==> config.mk <==
export PLATFORM = sky130hd
export DESIGN_NAME = shift_bit_unit
export DESIGN_NICKNAME = d
export VERILOG_FILES = /design/src/rtl/bitops_pkg.sv /design/src/rtl/amt_clamp.sv /design/src/rtl/bit_mirror.sv /design/src/rtl/right_shifter.sv /design/src/rtl/lead_zero_count.sv /design/src/rtl/shift_bit_unit.sv
export SDC_FILE = /design/constraint.sdc
export NUM_CORES = 1
export LEC_CHECK = 0
export ABC_AREA = 1
export CAP_MARGIN = 20
export CORE_MARGIN = 1
export CORE_UTILIZATION = 45
export DETAILED_ROUTE_END_ITERATION = 12
export GPL_TIMING_DRIVEN = 0
export PLACE_DENSITY_LB_ADDON = 0.12
export SLEW_MARGIN = 20
export SYNTH_ARGS = -nofsm -noshare
export SYNTH_HDL_FRONTEND = slang
export SYNTH_HIERARCHICAL = 1
export SYNTH_SLANG_ARGS = --single-unit
export TNS_END_PERCENT = 20
==> constraint.sdc <==
create_clock -name vclk -period 6.9
set_input_delay 2.07 -clock vclk [all_inputs]
set_output_delay 2.07 -clock vclk [all_outputs]
set_load 0.005 [all_outputs]
==> src/rtl/bitops_pkg.sv <==
package bitops_pkg;

    typedef enum logic [2:0] {
        OP_SHL  = 3'd0,
        OP_SHR  = 3'd1,
        OP_SAR  = 3'd2,
        OP_ROR  = 3'd3,
        OP_CLZ  = 3'd4,
        OP_REV  = 3'd5,
        OP_RSV6 = 3'd6,
        OP_RSV7 = 3'd7
    } bitop_e;

    typedef enum logic [1:0] {
        SK_ZERO_FILL = 2'd0,
        SK_SIGN_FILL = 2'd1,
        SK_WRAP      = 2'd2
    } shkind_e;

    typedef struct packed {
        logic wr;
        logic neg;
        logic zero;
    } flagset_t;

    function automatic logic op_is_shift(bitop_e op);
        return (op == OP_SHL) || (op == OP_SHR) || (op == OP_SAR) || (op == OP_ROR);
    endfunction

    function automatic logic op_right_full(bitop_e op);
        return (op == OP_SHR) || (op == OP_SAR);
    endfunction

endpackage

==> src/rtl/amt_clamp.sv <==
module amt_clamp
    import bitops_pkg::*;
#(
    parameter int DATA_W   = 32,
    parameter int AMT_IN_W = 8,
    localparam int STAGE_N = $clog2(DATA_W) + 1
) (
    input  bitop_e              op,
    input  logic [AMT_IN_W-1:0] amt_in,
    output logic [STAGE_N-1:0]  amt_out
);

    logic [31:0] amt_ext;
    logic [31:0] lo_lim;
    logic [31:0] hi_lim;
    logic [31:0] sel;

    always_comb begin
        amt_ext = 32'(amt_in);
        lo_lim  = (op == OP_SHL) ? 32'd0 : 32'd1;
        hi_lim  = op_right_full(op) ? 32'(DATA_W) : 32'(DATA_W - 1);
        if (amt_ext < lo_lim)
            sel = lo_lim;
        else if (amt_ext > hi_lim)
            sel = hi_lim;
        else
            sel = amt_ext;
        amt_out = sel[STAGE_N-1:0];
    end

endmodule

==> src/rtl/bit_mirror.sv <==
module bit_mirror #(
    parameter int DATA_W = 32
) (
    input  logic [DATA_W-1:0] din,
    output logic [DATA_W-1:0] dout
);

    for (genvar i = 0; i < DATA_W; i++) begin : g_bit
        assign dout[i] = din[DATA_W-1-i];
    end

endmodule

==> src/rtl/right_shifter.sv <==
module right_shifter
    import bitops_pkg::*;
#(
    parameter int DATA_W = 32,
    localparam int STAGE_N = $clog2(DATA_W) + 1
) (
    input  shkind_e             kind,
    input  logic [DATA_W-1:0]   din,
    input  logic [STAGE_N-1:0]  amt,
    output logic [DATA_W-1:0]   dout
);

    logic                            fill;
    logic                            wrap;
    logic [STAGE_N:0][DATA_W-1:0]    stg;

    assign fill   = (kind == SK_SIGN_FILL) ? din[DATA_W-1] : 1'b0;
    assign wrap   = (kind == SK_WRAP);
    assign stg[0] = din;

    for (genvar k = 0; k < STAGE_N; k++) begin : g_stage
        localparam int STEP = 1 << k;
        for (genvar i = 0; i < DATA_W; i++) begin : g_bit
            if (i + STEP < DATA_W) begin : g_inner
                assign stg[k+1][i] = amt[k] ? stg[k][i+STEP] : stg[k][i];
            end else if (STEP < DATA_W) begin : g_edge
                assign stg[k+1][i] = amt[k] ? (wrap ? stg[k][(i+STEP) % DATA_W] : fill)
                                            : stg[k][i];
            end else begin : g_full
                assign stg[k+1][i] = amt[k] ? (wrap ? stg[k][i] : fill) : stg[k][i];
            end
        end
    end

    assign dout = stg[STAGE_N];

endmodule

==> src/rtl/lead_zero_count.sv <==
module lead_zero_count #(
    parameter int DATA_W = 32,
    localparam int CNT_W = $clog2(DATA_W + 1)
) (
    input  logic [DATA_W-1:0] din,
    output logic [CNT_W-1:0]  cnt
);

    always_comb begin
        cnt = CNT_W'(DATA_W);
        for (int i = 0; i < DATA_W; i++) begin
            if (din[i])
                cnt = CNT_W'(DATA_W - 1 - i);
        end
    end

endmodule

==> src/rtl/shift_bit_unit.sv <==
module shift_bit_unit
    import bitops_pkg::*;
#(
    parameter int DATA_W   = 32,
    parameter int AMT_IN_W = 8
) (
    input  logic [2:0]          op_code,
    input  logic [DATA_W-1:0]   src_val,
    input  logic [AMT_IN_W-1:0] amt_val,
    output logic [DATA_W-1:0]   res_val,
    output logic                flag_wr,
    output logic                flag_neg,
    output logic                flag_zero
);

    localparam int STAGE_N = $clog2(DATA_W) + 1;
    localparam int CNT_W   = $clog2(DATA_W + 1);

    bitop_e              op;
    shkind_e             kind;
    logic [STAGE_N-1:0]  amt_eff;
    logic [DATA_W-1:0]   src_rev;
    logic [DATA_W-1:0]   sh_in;
    logic [DATA_W-1:0]   sh_out;
    logic [DATA_W-1:0]   sh_out_rev;
    logic [CNT_W-1:0]    lz_cnt;
    flagset_t            flags;

    assign op = bitop_e'(op_code);

    amt_clamp #(.DATA_W(DATA_W), .AMT_IN_W(AMT_IN_W)) u_clamp (
        .op      (op),
        .amt_in  (amt_val),
        .amt_out (amt_eff)
    );

    bit_mirror #(.DATA_W(DATA_W)) u_mirror_in (
        .din  (src_val),
        .dout (src_rev)
    );

    always_comb begin
        unique case (op)
            OP_SAR:  kind = SK_SIGN_FILL;
            OP_ROR:  kind = SK_WRAP;
            default: kind = SK_ZERO_FILL;
        endcase
        sh_in = (op == OP_SHL) ? src_rev : src_val;
    end

    right_shifter #(.DATA_W(DATA_W)) u_shift (
        .kind (kind),
        .din  (sh_in),
        .amt  (amt_eff),
        .dout (sh_out)
    );

    bit_mirror #(.DATA_W(DATA_W)) u_mirror_out (
        .din  (sh_out),
        .dout (sh_out_rev)
    );

    lead_zero_count #(.DATA_W(DATA_W)) u_lzc (
        .din (src_val),
        .cnt (lz_cnt)
    );

    always_comb begin
        unique case (op)
            OP_SHL:                 res_val = sh_out_rev;
            OP_SHR, OP_SAR, OP_ROR: res_val = sh_out;
            OP_CLZ:                 res_val = DATA_W'(lz_cnt);
            OP_REV:                 res_val = src_rev;
            default:                res_val = src_val;
        endcase
    end

    always_comb begin
        flags = '0;
        if (op_is_shift(op)) begin
            flags.wr   = 1'b1;
            flags.neg  = res_val[DATA_W-1];
            flags.zero = (res_val == '0);
        end
    end

    assign flag_wr   = flags.wr;
    assign flag_neg  = flags.neg;
    assign flag_zero = flags.zero;

endmodule

=== Word level (Yosys, flattened, before mapping) ===
Cells that the tools add are included.

* Flip-flop bits (word level): 0
* Input bits: 43
* Output and inout port bits: 35
* Word-level logic and storage cells: 312

* Magnitude comparators: 2
* Eq/ne operators: 7
* Multiplexer cells: 296
* Reductions and logical operators: 7

{| class="wikitable"
|+ Operators with widths
! operator !! count
|-
| 2-to-1 mux 1 bit || 257
|-
| 2-to-1 mux 6 bit || 35
|-
| case mux 32 bit (4 select lines) || 1
|-
| zero test 32 bit || 1
|-
| 2-to-1 mux 32 bit || 1
|-
| greater-than comparator 8 x 6 -> 1 bit || 1
|-
| < comparator 8 x 1 -> 1 bit || 1
|-
| equality test 3 x 2 -> 1 bit (second input constant) || 2
|-
| equality test 3 bit (second input constant) || 2
|-
| logical OR 1 bit || 4
|-
| case mux 2 bit (2 select lines) || 1
|-
| equality test 3 x 1 -> 1 bit (second input constant) || 1
|-
| zero test 3 bit || 1
|-
| 2-to-1 mux 3 bit || 1
|-
| OR reduction 3 bit || 1
|-
| equality test 2 x 1 -> 1 bit (second input constant) || 1
|-
| equality test 2 bit (second input constant) || 1
|}

=== Depth between registers and ports, before layout ===
Gate-level depths: netlist of the first run.

* Word-level depth: 35
* Mapped depth: 40
* Mapped depth without buffers: 40

=== By module ===
The synthesis of the first run kept the hierarchy.

{| class="wikitable"
|+ By module, submodules not included
! module !! times used !! cells an instance !! area an instance (µm²) !! sequential area each (µm²)
|-
| right_shifter || 1 || 504 || 2,308.5 || 0.0
|-
| shift_bit_unit || 1 || 398 || 1,791.7 || 0.0
|-
| bit_mirror || 2 || 32 || 240.2 || 0.0
|-
| lead_zero_count || 1 || 110 || 449.2 || 0.0
|-
| amt_clamp || 1 || 50 || 332.8 || 0.0
|}

=== Worst setup path before layout of the first run ===
No wires, ideal clock.

* Path type: input-to-output
* Start point: input op_code[0]
* End point: output flag_zero
* Arrival: 5.089 ns
* Data required time: 4.830 ns
* Slack: -0.259 ns
* Stages on the path: 30
* Buffers on the path: 3
* Path through: a21o_1 -> nor2_4 -> inv_1 -> ha_1 -> nand2_1 -> nor2_4 -> nand2_1 -> nand2_4 -> nand2_1 -> nand2_1 -> nand3_1 -> buf_6 -> buf_6 -> or2_1 -> nand3_1 -> nand3_2 -> nand3_1 -> nand3_1 -> nand2_1 -> nand2_1 -> buf_4 -> nand3_1 -> nand3_1 -> nor2_1 -> nand2_1 -> nor2_1 -> nand2_1 -> nor2_1 -> nand2_1 -> nor2_1

* Word-level cells in the longest chain between the ends: 17
* Elaborated cells on any way between the ends: 280
* Those cells by class: order compare: 2; eq/ne: 7; mux: 264; reduce/logical: 7

{| class="wikitable"
|+ RTL lines
! what !! line !! source
|-
| start: declaration || shift_bit_unit.sv:7 || <nowiki>input logic [2:0] op_code,</nowiki>
|-
| equality test 3 x 1 -> 1 bit or equality test 3 x 2 -> 1 bit (tied branches) || bitops_pkg.sv:31 || <nowiki>return (op == OP_SHR) || (op == OP_SAR);</nowiki>
|-
| logical OR 1 bit || bitops_pkg.sv:31 ||
|-
| 2-to-1 mux 6 bit || amt_clamp.sv:21 || <nowiki>hi_lim = op_right_full(op) ? 32'(DATA_W) : 32'(DATA_W - 1);</nowiki>
|-
| greater-than comparator 8 x 6 -> 1 bit || amt_clamp.sv:24 || <nowiki>else if (amt_ext > hi_lim)</nowiki>
|-
| 2-to-1 mux 6 bit || amt_clamp.sv:24 ||
|-
| 2-to-1 mux 6 bit (*) || amt_clamp.sv:22 || <nowiki>if (amt_ext < lo_lim)</nowiki>
|-
| named net amt_eff[0] || shift_bit_unit.sv:21 || <nowiki>logic [STAGE_N-1:0] amt_eff;</nowiki>
|-
| 2-to-1 mux 1 bit || right_shifter.sv:25 || <nowiki>assign stg[k+1][i] = amt[k] ? stg[k][i+STEP] : stg[k][i];</nowiki>
|-
| 2-to-1 mux 1 bit (on tied branches) (3 in a row) || right_shifter.sv:27, right_shifter.sv:25 ||
|-
| 2-to-1 mux 1 bit (on tied branches) || right_shifter.sv:25, right_shifter.sv:27 ||
|-
| 2-to-1 mux 1 bit (*) || right_shifter.sv:27 || <nowiki>assign stg[k+1][i] = amt[k] ? (wrap ? stg[k][(i+STEP) % DATA_W] : fill)</nowiki>
|-
| 2-to-1 mux 1 bit || right_shifter.sv:30 || <nowiki>assign stg[k+1][i] = amt[k] ? (wrap ? stg[k][i] : fill) : stg[k][i];</nowiki>
|-
| 2-to-1 mux 1 bit (*) || right_shifter.sv:30 ||
|-
| named net sh_out[23] || shift_bit_unit.sv:24 || <nowiki>logic [DATA_W-1:0] sh_out;</nowiki>
|-
| case mux 32 bit (4 select lines) (*) || shift_bit_unit.sv:69 || <nowiki>unique case (op)</nowiki>
|-
| zero test 32 bit (*) || shift_bit_unit.sv:83 || <nowiki>flags.zero = (res_val == '0);</nowiki>
|-
| 2-to-1 mux 3 bit (*) || shift_bit_unit.sv:80 || <nowiki>if (op_is_shift(op)) begin</nowiki>
|-
| end: declaration || shift_bit_unit.sv:13 || <nowiki>output logic flag_zero</nowiki>
|}

The timed path passes the listed nets; every way through them passes the cells marked *.

=== Worst setup path in the final report of the first run ===
* Start point: input op_code[1]
* End point: output flag_zero

* Elaborated cells on any way between the ends: 280
* Those cells by class: order compare: 2; eq/ne: 7; mux: 264; reduce/logical: 7

{| class="wikitable"
|+ RTL lines
! what !! line
|-
| equality test 3 x 1 -> 1 bit or equality test 3 x 2 -> 1 bit (tied branches) || bitops_pkg.sv:31
|-
| logical OR 1 bit || bitops_pkg.sv:31
|-
| 2-to-1 mux 6 bit || amt_clamp.sv:21
|-
| greater-than comparator 8 x 6 -> 1 bit || amt_clamp.sv:24
|-
| 2-to-1 mux 6 bit || amt_clamp.sv:24
|-
| 2-to-1 mux 6 bit (*) || amt_clamp.sv:22
|-
| named net amt_eff[1] || shift_bit_unit.sv:21
|-
| 2-to-1 mux 1 bit || right_shifter.sv:25
|-
| 2-to-1 mux 1 bit (on tied branches) (2 in a row) || right_shifter.sv:27, right_shifter.sv:25
|-
| 2-to-1 mux 1 bit || right_shifter.sv:27
|-
| 2-to-1 mux 1 bit (*) || right_shifter.sv:27
|-
| 2-to-1 mux 1 bit || right_shifter.sv:30
|-
| 2-to-1 mux 1 bit (*) || right_shifter.sv:30
|-
| named net sh_out[30] || shift_bit_unit.sv:24
|-
| case mux 32 bit (4 select lines) (*) || shift_bit_unit.sv:69
|-
| zero test 32 bit (*) || shift_bit_unit.sv:83
|-
| 2-to-1 mux 3 bit (*) || shift_bit_unit.sv:80
|}

Marks and branches as above.

==> out/metrics.yaml, run 1 <==
outcome:
  violations: "negative setup slack"
  status: "complete, but fails checks"
routing:
  dr.pass1.iters: 9
  drtAntennaViolNets: 0
  route.vias.total: 8473
  vias_per_cell: 6.18
  drc_errors: 0
  wire_per_inst_um: 21.1
  drt-total-wl_mm: 28.9
  drt_iter0_markers: 1132
global_route:
  grt_max_degree: 11
  antenna_found_initial: 0
  grt_pass1_vias: 7242
  grt-busiest-layer: "met2"
  grtUsageTotal_pct: 39.9
  use_met2_pct: 66.9
  use_met3_pct: 3.77
  gr-total-overflow: 0
  grt_pass1_wl_mm: 39.0
  grt_use_met1_pct: 51.7
synth:
  mappedNetlistNets: 1175
  ys_seq_area_share_pct: 0
  synthCells: 1126
  synth-xor-area-share_pct: 0
  yosys-top-cells-area: "nand2_1 27%, nand3_1 24%, buf_4 10%"
  synthSimpleGateAreaFrac_pct: 66.1
  ys_types: 36
  synth_top_cell_by_area: "nand2_1"
  synth_compound_area_share_pct: 8.28
  netlist_area_sq_um: 5360
  ys_warn_count: 6
  syn_area_per_cell_sq_um: 4.76
  synth_top_family_by_area: "simple AND/OR/NAND/NOR gates"
  synthAdderAreaFrac_pct: 1.40
  yosysTopAreaCellShare_pct: 27.3
  synthMuxAreaShare_pct: 0
finish:
  diodes: 0
  final_util_pct: 72.8
  postLayoutCellArea_sq_um: 8380
  drive_above_1_share_pct: 42.3
  seqCellArea_sq_um: 0
  nets: 1279
  n_fill_cell: 1007
  layout.cells.non_filler: 1371
  multi_input_area_sq_um: 5710
  nFlopsAndLatches: 0
  synthToLayoutAreaGrowth_pct: 56.3
  clock_buffers: 0
sta:
  max_freq_mhz: 122
  setup_tns_ns: -36.63
  period_share_pct: 119
  maxSlewViolCount: 0
  worst_pin_slew_ns: 0.852
  setup_viol: 34
  slew_headroom_pct: 42.8
  fin_crit_ns: 8.22
  hold_violations: 0
  rsz0062_at_grt: "yes"
  finalWorstSetupSlack_ns: -1.32
  holdWs_ns: 4.82
worst_setup_path:
  crit_path_end_kind: "output pin"
  startpoint_type: "primary input"
  cpMostUsedCell: "nand2_2"
  cp_max_fo: 8
  worstSetupPathType: "in -> out"
  slowest_stage: "ha_4"
  arrival_ns: 6.15
  cpPeakStageDelay_ns: 0.31
  required_ns: 4.83
placement:
  gp_congestion: 1.01
  placed_cell_area_sq_um: 6350
  dp_slack_ns: -2.07
  io_buffer_count: 78
  dp_cells: 1347
  place_hpwl_mm: 20.6
power:
  vdd_drop_max_uv: 60.5
  power_mw: 1.05
  power_density_nw_per_um2: 125
  p_leak_nw: 4.30
floorplanning:
  dieArea_sq_um: 12400
  rows: 39
  io_pins: 78
  initial_utilization_pct: 46.6
  die_h_um: 111
  core_sq_um: 11500
  die_w_um: 111
clock_network:
  postCtsHoldBufs: 0
hold_path:
  hold_class: "in -> out"
run:
  drv_cap: 0
## power by group
part	switching (mW)	internal (mW)	leakage (nW)
Clock	0	0	0
Combinational	0.639	0.408	4.30
Sequential	0	0	0
## routing by layer
metal  vias up  routed length [um]
met5         -                   0
met4         0                2170
met3       218                3350
met2       675               12900
met1      3787               10500
li1       3793                   -
## layout by cell type (no fill, tap or decap), drive strengths merged
cell / n
nand3: 267
nand2: 403
or2: 1
clkdlybuf4s50: 65
dlymetal6s2s: 3
inv: 111
ha: 6
a311oi: 1
nor2: 97
buf: 142
clkbuf: 17
a21o: 1
o31ai: 1
a21oi: 25
o21ai: 52
nand4: 20
dlygate4sd2: 1
a21boi: 1
nor3: 6
a211oi: 2
nand3b: 1
clkinv: 1
nor4: 4
## synth_stat cells, drive strengths merged
library cell and instances:
nand3 267, buf 117, a21boi 1, nand4 20, nor2 97, nor4 4
nor3 6, a21oi 25, ha 6, o31ai 1, nand2 403, a311oi 1
a21o 1, inv 112, clkbuf 9, o21ai 52, nand3b 1, or2 1
a211oi 2
## layout make-up
type               count  share of cell area [%]
plain buffers        126                    12.4
multi-input cells    888                    68.1
well taps            143                    2.13
repair buffers       102                    12.1
inverters            112                    5.23
## worst max-delay path: cells and delay by family
family | cells | cell delay, ns
compound gates | 1 | 0.20
fa+ha+maj | 1 | 0.31
buf+inv | 7 | 0.91
simple gates | 26 | 2.63
## worst paths after layout
path / start / endpoint / slack (ns) / cells past startpoint
max: op_code[1] / flag_zero / -1.32 / 35
min: op_code[1] / res_val[0] / 4.82 / 7
## cells by family (layout without fill, tap and decap cells)
family          after synthesis  count (layout)
simple gates                799             799
compound gates               83              83
buf+inv                     238             340
fa+ha+maj                     6               6
## what timing repair did
item,4_1_cts,5_1_grt
gates cloned,0,2
pin swaps,23,93
resized for setup,105,391
setup endpoints to repair,34,34
setup buffers,6,16
Note: power is estimated with default switching activity, not from simulation.
==> run 2: changes to the inputs <==
- GPL_ROUTABILITY_DRIVEN: default -> 0
- GPL_TIMING_DRIVEN: 0 -> default
- RECOVER_POWER: default -> 25
==> run 2 against run 1 <==
  * The run ends with design-rule violations, negative setup slack left
  * Fmax increased by 4.4%
  * Setup slack better by 0.35 ns
  * Core utilization down 4.2 points
  * Die area unchanged
  * Power is 12% lower
  * Clock-buffer cell count stayed put
  * Global-route usage shrank 2.5 points
  * Flip-flop and latch count unchanged
  * Combinational power down 13%
  * Final cell count rose by 4.1%
  * First-iteration DRC count increased by 0.35%
==> out/metrics.yaml, run 2 (synthesis gave the netlist of run 1 again) <==
sta:
  setup_viol: 34
  setup_tns_ns: -26.34
  slew_headroom_pct: 26.7
  period_share_pct: 114
  hold_violations: 0
  finalWorstSetupSlack_ns: -0.971
  rsz0062_at_grt: "yes"
  fin_crit_ns: 7.87
  maxSlewViolCount: 0
  worst_pin_slew_ns: 1.10
  max_freq_mhz: 127
outcome:
  violations: "design-rule violations, negative setup slack"
  status: "complete, but fails checks"
worst_setup_path:
  cpPeakStageDelay_ns: 0.22
  cp_max_fo: 13
  cp_top_family: "simple AND/OR/NAND/NOR gates"
  arrival_ns: 5.80
  crit_path_end_kind: "output pin"
  path_buf_inv: 8
  slowest_stage: "ha_1"
  worstSetupPathType: "in -> out"
  cpMostUsedCell: "nand2_1"
  startpoint_type: "primary input"
  required_ns: 4.83
power:
  switching_share_pct: 57.6
  pwr-share-clk_pct: 0
  power_density_nw_per_um2: 116
  p_sw_mw: 0.529
  seq_power_share_pct: 0
  p_leak_nw: 4.36
  p_int_mw: 0.390
  vdd_drop_max_uv: 55.9
  power_mw: 0.918
  combPwrFrac_pct: 100.0
routing:
  vias_per_cell: 5.86
  wire_per_inst_um: 17.0
  drt-total-wl_mm: 24.3
  drc_errors: 2
  drt_iter0_markers: 1136
  drtAntennaViolNets: 0
  route.vias.total: 8366
  dr.pass1.iters: 13
global_route:
  grt_pass1_wl_mm: 37.6
  gr-total-overflow: 0
  grt_pass1_vias: 7487
  grt_max_degree: 42
  antenna_found_initial: 0
  grtUsageTotal_pct: 37.4
finish:
  drive_above_1_share_pct: 31.5
  seqCellArea_sq_um: 0
  nFlopsAndLatches: 0
  diodes: 0
  final_common_cell: "nand2_1"
  clock_buffers: 0
  synthToLayoutAreaGrowth_pct: 47.2
  mostFrequentLayoutCells: "347 x nand2_1, 189 x nand3_1, 184 x buf_4"
  n_fill_cell: 1019
  nets: 1335
floorplanning:
  io_pins: 78
  rows: 39
  die_h_um: 111
  initial_utilization_pct: 46.6
  core_sq_um: 11500
  dieArea_sq_um: 12400
  die_w_um: 111
run:
  drv_cap: 0
placement:
  place_hpwl_mm: 17.7
  io_buffer_count: 78
clock_network:
  postCtsHoldBufs: 0
hold_path:
  hold_class: "in -> out"
-- run 2: cell count changes in the layout (fill, tap and decap cells not counted), sizes merged --
cell	delta
buf	+68
clkbuf	-17
dlygate4sd2	+5
inv	+3
clkdlybuf4s50	-1
clkinv	-1
dlymetal6s2s	-1
-- run 2: layout make-up --
class	count	area (sq um)	share of cell area (%)
inverters	112	439	5.56
repair buffers	282	2550	32.3
well taps	143	179	2.27
repair inverters	2	32.5	0.412
multi-input cells	888	4700	59.5
-- run 2: what timing repair did --
action,in CTS,in global routing
cloned,6,0
pin swaps,54,29
gates resized for setup,155,49
setup buffers,10,4
setup endpoints to repair,34,34
-- run 2: layer usage --
| layer | track usage, % | vias to the layer above | routed length, um |
|---|---|---|---|
| met2 | 59.8 | 628 | 10500 |
| li1 | - | 3892 | - |
| met3 | 8.75 | 159 | 3460 |
| met1 | 47.4 | 3687 | 8990 |
| met4 | 17.0 | 0 | 1360 |
| met5 | 0 | - | 0 |
-- run 2: path summary, 6_finish.rpt --
kind / start / end / slack [ns] / cells after the start
worst max-delay path: op_code[1] / flag_zero / -0.97 / 32
worst min-delay path: op_code[1] / res_val[26] / 5.05 / 10
-- run 2: through the flow --
stage	hold WS [ns]	worst slack (ns)	instance area, sq um	cells	util [%]
detailed placement	5.43	-1.57	7020	1408	60.9
finish	5.05	-0.971	7890	1427	68.5
global placement	5.42	-1.56	7020	1408	60.9
floorplan	4.26	-0.151	5390	1126	-
CTS	5.06	-0.736	7670	1423	66.6
global route	5.14	-1.18	7890	1427	68.5
-- run 2: power by group through the flow --
stage          clock [mW]  sequential (mW)  combinational, mW
2_1_floorplan           0                0              0.481
3_3_place_gp            0                0              0.758
3_5_place_dp            0                0              0.759
4_1_cts                 0                0              0.848
5_1_grt                 0                0              0.977
6_report                0                0              0.918
